File: src/rtl/dlrx_pkg.sv
package dlrx_pkg;

  typedef enum logic [2:0] {
    ST_HUNT, ST_TYPE, ST_USER, ST_WORD, ST_CRC, ST_TAG, ST_EOF, ST_POST
  } rx_state_e;

  localparam logic [7:0] START_PATTERN = 8'hF9;
  localparam logic [3:0] DATA_TYPE     = 4'h3;
  localparam logic [3:0] END_CODE      = 4'h6;
  localparam logic [3:0] TRAIL_CODE    = 4'hF;
  localparam logic [7:0] CRC_POLY      = 8'h07;

  // Fields carried on both lanes when dual-lane mode is active
  function automatic logic is_payload(input rx_state_e st);
    return (st == ST_USER) || (st == ST_WORD) || (st == ST_CRC);
  endfunction

  // Bits in one unit of the current field (a word counts as one unit)
  function automatic logic [4:0] field_len(input rx_state_e st);
    case (st)
      ST_USER, ST_CRC: return 5'd8;
      ST_WORD:         return 5'd16;
      default:         return 5'd4;
    endcase
  endfunction

  // Feed two or four MSB-first bits (left-aligned in bits) into a CRC-8
  function automatic logic [7:0] crc8_feed(input logic [7:0] crc_in,
                                           input logic [3:0] bits,
                                           input logic wide);
    logic [7:0] c;
    logic fb;
    c = crc_in;
    for (int i = 0; i < 4; i++) begin
      if (wide || i < 2) begin
        fb = c[7] ^ bits[3-i];
        c  = {c[6:0], 1'b0} ^ (fb ? CRC_POLY : 8'h00);
      end
    end
    return c;
  endfunction

endpackage

File: src/rtl/dlrx_lane_unpack.sv
module dlrx_lane_unpack (
  input  logic       wide,
  input  logic [1:0] lane0_s,
  input  logic [1:0] lane1_s,
  output logic [3:0] bits,
  output logic [2:0] step
);
  // Wide: even positions on lane 0, odd on lane 1, first edge first
  always_comb begin
    if (wide) begin
      bits = {lane0_s[1], lane1_s[1], lane0_s[0], lane1_s[0]};
      step = 3'd4;
    end else begin
      bits = {lane0_s[1], lane0_s[0], 2'b00};
      step = 3'd2;
    end
  end
endmodule

File: src/rtl/dlrx_start_hunt.sv
module dlrx_start_hunt
  import dlrx_pkg::*;
(
  input  logic       clk,
  input  logic       rst_n,
  input  logic       en,
  input  logic [1:0] lane0_s,
  output logic       hit
);
  logic [7:0] win;
  logic [7:0] win_nx;

  assign win_nx = {win[5:0], lane0_s};
  assign hit    = en && (win_nx == START_PATTERN);

  // Window empties whenever a frame is in progress
  always_ff @(posedge clk) begin
    if (!rst_n || !en) win <= 8'h00;
    else               win <= win_nx;
  end
endmodule

File: src/rtl/dlrx_crc_acc.sv
module dlrx_crc_acc
  import dlrx_pkg::*;
(
  input  logic       clk,
  input  logic       rst_n,
  input  logic       clr,
  input  logic       en,
  input  logic [3:0] bits,
  input  logic       wide,
  output logic [7:0] crc
);
  always_ff @(posedge clk) begin
    if (!rst_n || clr) crc <= 8'h00;
    else if (en)       crc <= crc8_feed(crc, bits, wide);
  end

  // the running CRC starts every frame from zero
  assert_crc_clear_R7: assert property (@(posedge clk) disable iff (!rst_n)
    clr |=> (crc == 8'h00));
endmodule

File: src/rtl/dlane_frame_rx.sv
module dlane_frame_rx
  import dlrx_pkg::*;
#(
  parameter int N_WORDS = 8
) (
  input  logic                 clk,
  input  logic                 rst_n,
  input  logic                 dual_lane,
  input  logic [1:0]           lane0_s,
  input  logic [1:0]           lane1_s,
  output logic [7:0]           user_byte,
  output logic [N_WORDS*16-1:0] word_buf,
  output logic [3:0]           frame_tag,
  output logic                 frame_valid,
  output logic                 crc_err,
  output logic                 frame_err
);
  localparam int WIDX_W = (N_WORDS > 1) ? $clog2(N_WORDS) : 1;
  localparam logic [WIDX_W-1:0] LAST_WORD = WIDX_W'(N_WORDS - 1);

  rx_state_e         st;
  logic              mode_q;
  logic [13:0]       acc;
  logic [15:0]       acc_nx;
  logic [4:0]        bitcnt;
  logic [4:0]        cnt_nx;
  logic [WIDX_W-1:0] widx;
  logic              crc_bad_q;
  logic [15:0]       words_q [N_WORDS];

  logic       wide;
  logic [3:0] in_bits;
  logic [2:0] step;
  logic       sof_hit;
  logic [7:0] crc_val;

  // Named events for the checks
  logic unit_done;
  logic type_bad_ev;
  logic eof_bad_ev;
  logic post_end_ev;
  logic crc_mismatch;

  assign wide = mode_q && is_payload(st);

  dlrx_lane_unpack u_unpack (
    .wide    (wide),
    .lane0_s (lane0_s),
    .lane1_s (lane1_s),
    .bits    (in_bits),
    .step    (step)
  );

  dlrx_start_hunt u_hunt (
    .clk     (clk),
    .rst_n   (rst_n),
    .en      (st == ST_HUNT),
    .lane0_s (lane0_s),
    .hit     (sof_hit)
  );

  dlrx_crc_acc u_crc (
    .clk   (clk),
    .rst_n (rst_n),
    .clr   (sof_hit),
    .en    ((st == ST_USER) || (st == ST_WORD)),
    .bits  (in_bits),
    .wide  (wide),
    .crc   (crc_val)
  );

  always_comb begin
    if (step == 3'd4) acc_nx = {acc[11:0], in_bits};
    else              acc_nx = {acc[13:0], in_bits[3:2]};
  end

  assign cnt_nx       = bitcnt + 5'(step);
  assign unit_done    = (st != ST_HUNT) && (cnt_nx == field_len(st));
  assign type_bad_ev  = unit_done && (st == ST_TYPE) && (acc_nx[3:0] != DATA_TYPE);
  assign eof_bad_ev   = unit_done && (st == ST_EOF)  && (acc_nx[3:0] != END_CODE);
  assign post_end_ev  = unit_done && (st == ST_POST);
  assign crc_mismatch = acc_nx[7:0] != crc_val;

  always_ff @(posedge clk) begin
    if (!rst_n) begin
      st          <= ST_HUNT;
      mode_q      <= 1'b0;
      acc         <= '0;
      bitcnt      <= '0;
      widx        <= '0;
      crc_bad_q   <= 1'b0;
      user_byte   <= '0;
      frame_tag   <= '0;
      frame_valid <= 1'b0;
      crc_err     <= 1'b0;
      frame_err   <= 1'b0;
      for (int i = 0; i < N_WORDS; i++) words_q[i] <= '0;
    end else begin
      frame_valid <= 1'b0;
      crc_err     <= 1'b0;
      frame_err   <= 1'b0;
      if (st == ST_HUNT) begin
        if (sof_hit) begin
          st        <= ST_TYPE;
          mode_q    <= dual_lane;
          acc       <= '0;
          bitcnt    <= '0;
          widx      <= '0;
          crc_bad_q <= 1'b0;
        end
      end else begin
        acc    <= acc_nx[13:0];
        bitcnt <= unit_done ? 5'd0 : cnt_nx;
        if (unit_done) begin
          case (st)
            ST_TYPE: begin
              if (type_bad_ev) begin
                st        <= ST_HUNT;
                frame_err <= 1'b1;
              end else begin
                st <= ST_USER;
              end
            end
            ST_USER: begin
              user_byte <= acc_nx[7:0];
              st        <= ST_WORD;
            end
            ST_WORD: begin
              words_q[widx] <= acc_nx;
              if (widx == LAST_WORD) st <= ST_CRC;
              else                   widx <= widx + 1'b1;
            end
            ST_CRC: begin
              crc_bad_q <= crc_mismatch;
              st        <= ST_TAG;
            end
            ST_TAG: begin
              frame_tag <= acc_nx[3:0];
              st        <= ST_EOF;
            end
            ST_EOF: begin
              if (eof_bad_ev) begin
                st        <= ST_HUNT;
                frame_err <= 1'b1;
                crc_err   <= crc_bad_q;
              end else begin
                st <= ST_POST;
              end
            end
            default: begin
              st          <= ST_HUNT;
              frame_err   <= (acc_nx[3:0] != TRAIL_CODE);
              crc_err     <= crc_bad_q;
              frame_valid <= (acc_nx[3:0] == TRAIL_CODE) && !crc_bad_q;
            end
          endcase
        end
      end
    end
  end

  for (genvar g = 0; g < N_WORDS; g++) begin : g_out
    assign word_buf[16*g +: 16] = words_q[g];
  end

  assert_sof_to_type_R2: assert property (@(posedge clk) disable iff (!rst_n)
    sof_hit |=> (st == ST_TYPE));

  assert_bad_type_R8: assert property (@(posedge clk) disable iff (!rst_n)
    type_bad_ev |=> (frame_err && st == ST_HUNT && !frame_valid));

  assert_bad_eof_R9: assert property (@(posedge clk) disable iff (!rst_n)
    eof_bad_ev |=> (frame_err && st == ST_HUNT));

  assert_valid_single_R10: assert property (@(posedge clk) disable iff (!rst_n)
    frame_valid |=> !frame_valid);

  assert_valid_exclusive_R10: assert property (@(posedge clk) disable iff (!rst_n)
    frame_valid |-> (!crc_err && !frame_err));

  assert_valid_after_post_R10: assert property (@(posedge clk) disable iff (!rst_n)
    frame_valid |-> ($past(st) == ST_POST && st == ST_HUNT));

  assert_post_ends_R9: assert property (@(posedge clk) disable iff (!rst_n)
    post_end_ev |=> (st == ST_HUNT));
endmodule

File: config.mk
export PLATFORM = sky130hd
export DESIGN_NAME = dlane_frame_rx
export DESIGN_NICKNAME = d
export VERILOG_FILES = /design/src/rtl/dlrx_pkg.sv /design/src/rtl/dlrx_lane_unpack.sv /design/src/rtl/dlrx_start_hunt.sv /design/src/rtl/dlrx_crc_acc.sv /design/src/rtl/dlane_frame_rx.sv
export SDC_FILE = /design/constraint.sdc
export NUM_CORES = 1
export LEC_CHECK = 0
export BUFFER_PORTS_ARGS = -buffer_cell sky130_fd_sc_hd__buf_2
export CAP_MARGIN = 20
export CELL_PAD_IN_SITES_DETAIL_PLACEMENT = 1
export CELL_PAD_IN_SITES_GLOBAL_PLACEMENT = 2
export CORE_MARGIN = 2
export CORE_UTILIZATION = 39
export DETAILED_ROUTE_END_ITERATION = 10
export PLACE_DENSITY = 0.86
export SLEW_MARGIN = 20
export SYNTH_ARGS = -nofsm -noshare
export SYNTH_HDL_FRONTEND = slang
export SYNTH_HIERARCHICAL = 1
export SYNTH_SLANG_ARGS = --single-unit
File: constraint.sdc
create_clock -name clk -period 6.6 [get_ports clk]
set_input_delay 1.32 -clock clk [delete_from_list [all_inputs] [get_ports clk]]
set_output_delay 1.32 -clock clk [all_outputs]
set_load 0.05 [all_outputs]
Yosys cells after proc, flatten, opt, wreduce, memory -nomap -nowiden
Memories as Yosys holds them, arrays and structs flattened. Index checks and enable logic that the tools add are counted.

Register bits after elaboration: 56. RAM bits: 128. Input bits: 7. Output and inout bits: 143. Logic and storage cells: 128. Memories kept: 1.

Memories: words_q (depth 8, bits a word 16, rd ports 8, clocked after memory_dff 0, wr ports 8, RTL line dlane_frame_rx.sv:29) `logic [15:0] words_q [N_WORDS];`.

Add/sub/neg operators: 2. Equal/unequal tests: 18. Mux-type cells: 51. Bitwise operators: 11. Reductions and logical operators: 32.

Operators with widths (number): 2-to-1 mux 8 bit (8); 2-to-1 mux 3 bit (17); 2-to-1 mux 16 bit (2); bitwise XOR 8 bit (4); 2-to-1 mux 14 bit (2); one-hot mux 3 bit (6 select lines) (1); OR reduction 16 bit (1); == test 3 bit, second input constant (5); 2-to-1 mux 5 bit (3); 2-to-1 mux 1 bit (14); AND reduction 3 bit (4); one-hot mux 5 bit (2 select lines) (1); OR reduction 9 bit (1); == test 8 bit, second input constant (1); logical AND 1 bit (8); inequality test 8 bit (1); == test 3 x 2 -> 1 bit, second input constant (2); nonzero test 2 bit (3); adder 5 x 3 -> 5 bit (1); == test 5 bit (1); OR reduction 5 bit (1); == test 4 bit, second input constant (1); logical OR 1 bit (4); inequality test 2 x 1 -> 1 bit, second input constant (2); other kinds (19) (26).

Logic depth before layout (Yosys ltp)
Word-level depth: 20. Depth in mapped cells: 15. Mapped depth without buffers: 12.

Modules after synthesis
The synthesis kept the hierarchy.

Modules (own cells, without submodules): dlane_frame_rx (instances 1, cells each 602, area an instance 7109.3 um^2); dlrx_crc_acc (instances 1, cells each 50, area an instance 479.2 um^2); dlrx_start_hunt (instances 1, cells each 16, area an instance 193.9 um^2); dlrx_lane_unpack (instances 1, cells each 8, area an instance 60.1 um^2).

Worst setup path before layout
OpenSTA, ideal clock, no wires.

Path kind: flip-flop to flip-flop. Start point: register st[2]. End point: memory words_q[1][0], enable pin. Data arrival time: 3831 ps. Required time: 6228 ps. Path slack: 2398 ps. Stages on the path, launching flop included: 16. Path buffers: 3. Period minus slack after synthesis: 4202 ps. Cells stage by stage: dfxtp_1 buf_2 clkinv_1 ha_1 o21a_1 inv_1 inv_1 fa_1 nand2b_1 a211o_1 a2111o_1 a21oi_2 buf_6 nand3_4 buf_6 nand2_1.

RTL lines: start: declaration (RTL line dlane_frame_rx.sv:21) `rx_state_e st;`; start signal: assignment (RTL line dlane_frame_rx.sv:86) `st <= ST_HUNT;`; start signal: assignment (RTL line dlane_frame_rx.sv:104) `st <= ST_TYPE;`; start signal: assignment (RTL line dlane_frame_rx.sv:118) `st <= ST_HUNT;`; end: declaration (RTL line dlane_frame_rx.sv:29).

==> results list <==
- Endpoint kind of the worst setup timing path: flip-flop
* Top fanout value on the critical path: 17
- The via count of the first global-routing pass came to 5785.
* Total placed instance area: 8820 um^2
- For this run, the top clock speed supported by timing is 178 MHz.
* Relative max-transition margin: 26.4%
- For the worst setup path, the data required time is 6670 ps.
* Number of slew-limit violations in the final report: 0
- Power density normalized to cell area: 267 nW/um^2
- Number of I/O pins: 150
* Detailed Place HPWL: 18300 um
- Buffers & Inverters on Critical Path: 4
- Global routing used 23.3% of the available tracks.
- Hold-fix buffer count after cts: 0
* Mean number of vias per cell: 5.32
* Critical path's top delay family: compound AO/OA/AOI/OAI gates
* IR Drop Worst-Case VDD: 0.193 mV
* Clock Tree Buf Depth: 2
- Area added between synthesis and finish: 20.0%
- Area fraction of the dominant cell type after synthesis: 49.0%
- Library cells used by synthesis: 66
- Number of instances in the placed design: 1065
- Finish-stage setup viols: 0
- Gr ovfl total: 0
- The pre-antenna-repair detailed-routing pass consisted of 4 iterations.
- Share of flip-flops with an asynchronous set or reset after synthesis: 0%
- In this run the vertical extent of the chip is 146 um.
- Initial antenna violation count: 0
- Portion of the post-synthesis area used by sequential elements: 63.3%
- Routed WL: 24700 um
- 0 antenna diodes ended up in the layout.
* Post-route standard cell area excluding fillers: 9410 um^2
- The synthesized design contains 184 register bits.
* Insertion delay of the later-clocked pin in the worst-skew pair: 440 ps
- Cells after Synth: 676
- For this run, the number of standard cells in the final layout without fillers is 1097.
* Antenna Violating Nets Remaining: 0
- The first global-routing pass estimated 37100 um of wire.
- The clock period could shrink to 5630 ps.
- Summed over all cells, the static leakage comes to 3.43 nW.
* Final setup TNS: 0 ps
- Fill cell total of the finished layout: 2154
- Walking the worst path, the cells encountered are clkinv_1 > ha_1 > o21a_1 > inv_1 > inv_1 > fa_1 > nand2b_1 > a211o_1 > a2111o_1 > a21oi_2 > buf_4 > nand3_4 > nand2_1.
- The path class of the tightest hold or removal check is reg -> reg.
* Nets: 833
* Count of standard-cell rows: 51
- Netlist area before placement: 7840 um^2
* Worst stage delay on the critical path: 620 ps
- The number of setup buffers added after CTS is 0.
* Clock tree from TritonCTS: yes
- A synthesized cell averages 11.6 um^2.
- Placeable core region: 19600 um^2
- Most used standard cells in the synthesized netlist: sky130_fd_sc_hd__nor2_1, sky130_fd_sc_hd__edfxtp_1, sky130_fd_sc_hd__dfxtp_1, sky130_fd_sc_hd__nand2_1
- In the final layout, the share of cells above drive strength 1 is 28.0%.
- Status: finished clean
- When the netlist entered floorplanning its net count stood at 690.
* Unrepaired setup endpoints after global routing: false
- Initial Utilization: 40.0%
- Biggest area consumer among synthesized cells: sky130_fd_sc_hd__edfxtp_1
* Full die area: 21300 um^2
- By instance count, the leading cell after synthesis is sky130_fd_sc_hd__nor2_1.
* Via count: 5834
* Clock skew: 11.8 ps
* Maximum number of pins on one net before global-route repair: 46
- At the pin with the least slew margin, the transition time is 1080 ps.
- Count of warnings emitted by yosys: 6
- Once the clock tree was built, the resizer swapped 0 gates to a different size.
- Leading cell types by total area after synthesis: sky130_fd_sc_hd__edfxtp_1, sky130_fd_sc_hd__dfxtp_1, sky130_fd_sc_hd__nor2_1, sky130_fd_sc_hd__mux2i_1, sky130_fd_sc_hd__nand3_4
* Routed len/inst: 22.5 um
* Number of maximum-capacitance constraint violations: 0
* Final clock period utilization by the worst path: 85.3%
* H-tree depth: 4
- Buffer type at the clock tree root: sky130_fd_sc_hd__clkbuf_16
* Weighted congestion reported at the end of routability-driven placement: 0.973
- For this run, the leading register cell type out of synthesis is sky130_fd_sc_hd__edfxtp_1.
* Most frequent CP cell: sky130_fd_sc_hd__inv_1
* DR DRC count: 0
* Clock buffers created by TritonCTS: 17
* Endpoints failing hold: 0
- CP max-delay cell: sky130_fd_sc_hd__nand2_1
- Buffers placed on the I/O ports in this run total 149.
* Kind of start point of the critical path: flip-flop
- Clock transition at the registers of the reported paths: 70 ps
- The floorplan step set the die width to 146 um.
* Total power draw: 2.52 mW
- Data arrival time at the worst-slack endpoint: 5700 ps
* Clock Sink Count: 184
* Iteration-0 DRC count of the detailed router: 468
- The worst setup path is of the reg -> reg kind.
- In this run, synthesis inferred 128 flip-flops with an integrated enable.
[metrics by stage]
step | setup slack (ps) | hold slack [ps] | util, %
after floorplan | 2400 | 437 | -
after global placement | 1230 | 453 | 44.9
after detailed placement | 1000 | 453 | 45.0
after CTS | 1000 | 463 | 48.0
after global routing | 539 | 496 | 48.0
final | 969 | 458 | 48.0
[cell usage in the layout (no fill, tap or decap), types with 3 or more instances in the layout]
cell type,netlist,layout
sky130_fd_sc_hd__a221oi_1,3,3
sky130_fd_sc_hd__clkbuf_16,0,17
sky130_fd_sc_hd__inv_1,14,14
sky130_fd_sc_hd__o21ai_0,4,4
sky130_fd_sc_hd__dfxtp_1,56,56
sky130_fd_sc_hd__buf_4,3,16
sky130_fd_sc_hd__ha_1,6,6
sky130_fd_sc_hd__nor2_1,187,187
sky130_fd_sc_hd__clkinv_1,2,3
sky130_fd_sc_hd__mux2i_1,23,18
sky130_fd_sc_hd__nand3b_1,3,3
sky130_fd_sc_hd__nor3b_1,4,4
sky130_fd_sc_hd__xor2_1,4,4
sky130_fd_sc_hd__mux2i_2,0,5
sky130_fd_sc_hd__nand3_1,13,13
sky130_fd_sc_hd__a21o_1,3,3
sky130_fd_sc_hd__a311oi_1,4,4
sky130_fd_sc_hd__nor2b_1,6,6
sky130_fd_sc_hd__edfxtp_1,128,128
sky130_fd_sc_hd__nand3_4,8,8
sky130_fd_sc_hd__and3_2,6,6
sky130_fd_sc_hd__a31oi_1,19,19
sky130_fd_sc_hd__buf_2,5,150
sky130_fd_sc_hd__a211oi_1,12,12
sky130_fd_sc_hd__a21oi_1,23,22
sky130_fd_sc_hd__xnor2_1,12,12
sky130_fd_sc_hd__xnor2_2,3,3
sky130_fd_sc_hd__nor3_1,6,6
sky130_fd_sc_hd__inv_8,0,6
sky130_fd_sc_hd__nand2b_1,7,7
sky130_fd_sc_hd__nand2_1,32,32
[tightest hold or removal path: stages, from the launching register on]
cell	delay (ps)
sky130_fd_sc_hd__dfxtp_1	310
sky130_fd_sc_hd__nand2_1	50
sky130_fd_sc_hd__a21oi_1	50
[state kept, by name, indices dropped and copies added (netlist names), 3 cells and up]
signal      flops
acc            14
bitcnt          5
frame_tag       4
st              3
u_crc/crc       8
u_hunt/win      6
user_byte       8
widx            3
words_q       128
[final cells by class]
type / count / area (um^2) / area share (%)
multi-input cells: 432 / 2590 / 27.5
repair buffers: 167 / 882 / 9.37
clock buffers: 17 / 425 / 4.52
well taps: 265 / 332 / 3.52
flip-flops and latches: 184 / 4960 / 52.8
clock inverters: 15 / 154 / 1.64
inverters: 17 / 63.8 / 0.678
[routing by layer]
| metal | vias to the layer above | share of wire (%) | global-route usage, % |
|---|---|---|---|
| li1 | 2675 | - | - |
| met2 | 201 | 50 | 40.2 |
| met3 | 32 | 5.3 | 5.02 |
| met4 | 0 | 2.2 | 7.94 |
| met5 | - | 0 | 0 |
| met1 | 2926 | 42 | 28.9 |
[final timing paths]
kind                            startpoint            end  slack, ps  cells past startpoint
worst min register to register      mode_q         mode_q        460                      2
worst min-delay path                mode_q         mode_q        460                      2
worst max register to register       st[2]  words_q[5][1]        970                     13
worst max-delay path                 st[2]  words_q[5][1]        970                     13
[logic make-up (layout without fill, tap and decap cells)]
family	Yosys count	count (layout)	share of synthesized area [%]
AND/OR/NAND/NOR	291	291	17.8
XOR/XNOR	20	20	2.70
buffers and inverters	60	216	3.96
multiplexers	24	24	3.13
adder cells (fa/ha/maj)	7	7	1.21
flip-flops	184	184	63.3
other	1	1	0.0478
AO/OA/AOI/OAI	89	89	7.90
[power by group]
group	total [mW]	internal (mW)	switching, mW
registers	1.29	1.27	0.0199
clock network	1.00	0.506	0.498
logic	0.224	0.0363	0.188
total	2.52	1.81	0.706
No activity file was read; power rests on OpenSTA's default activity.
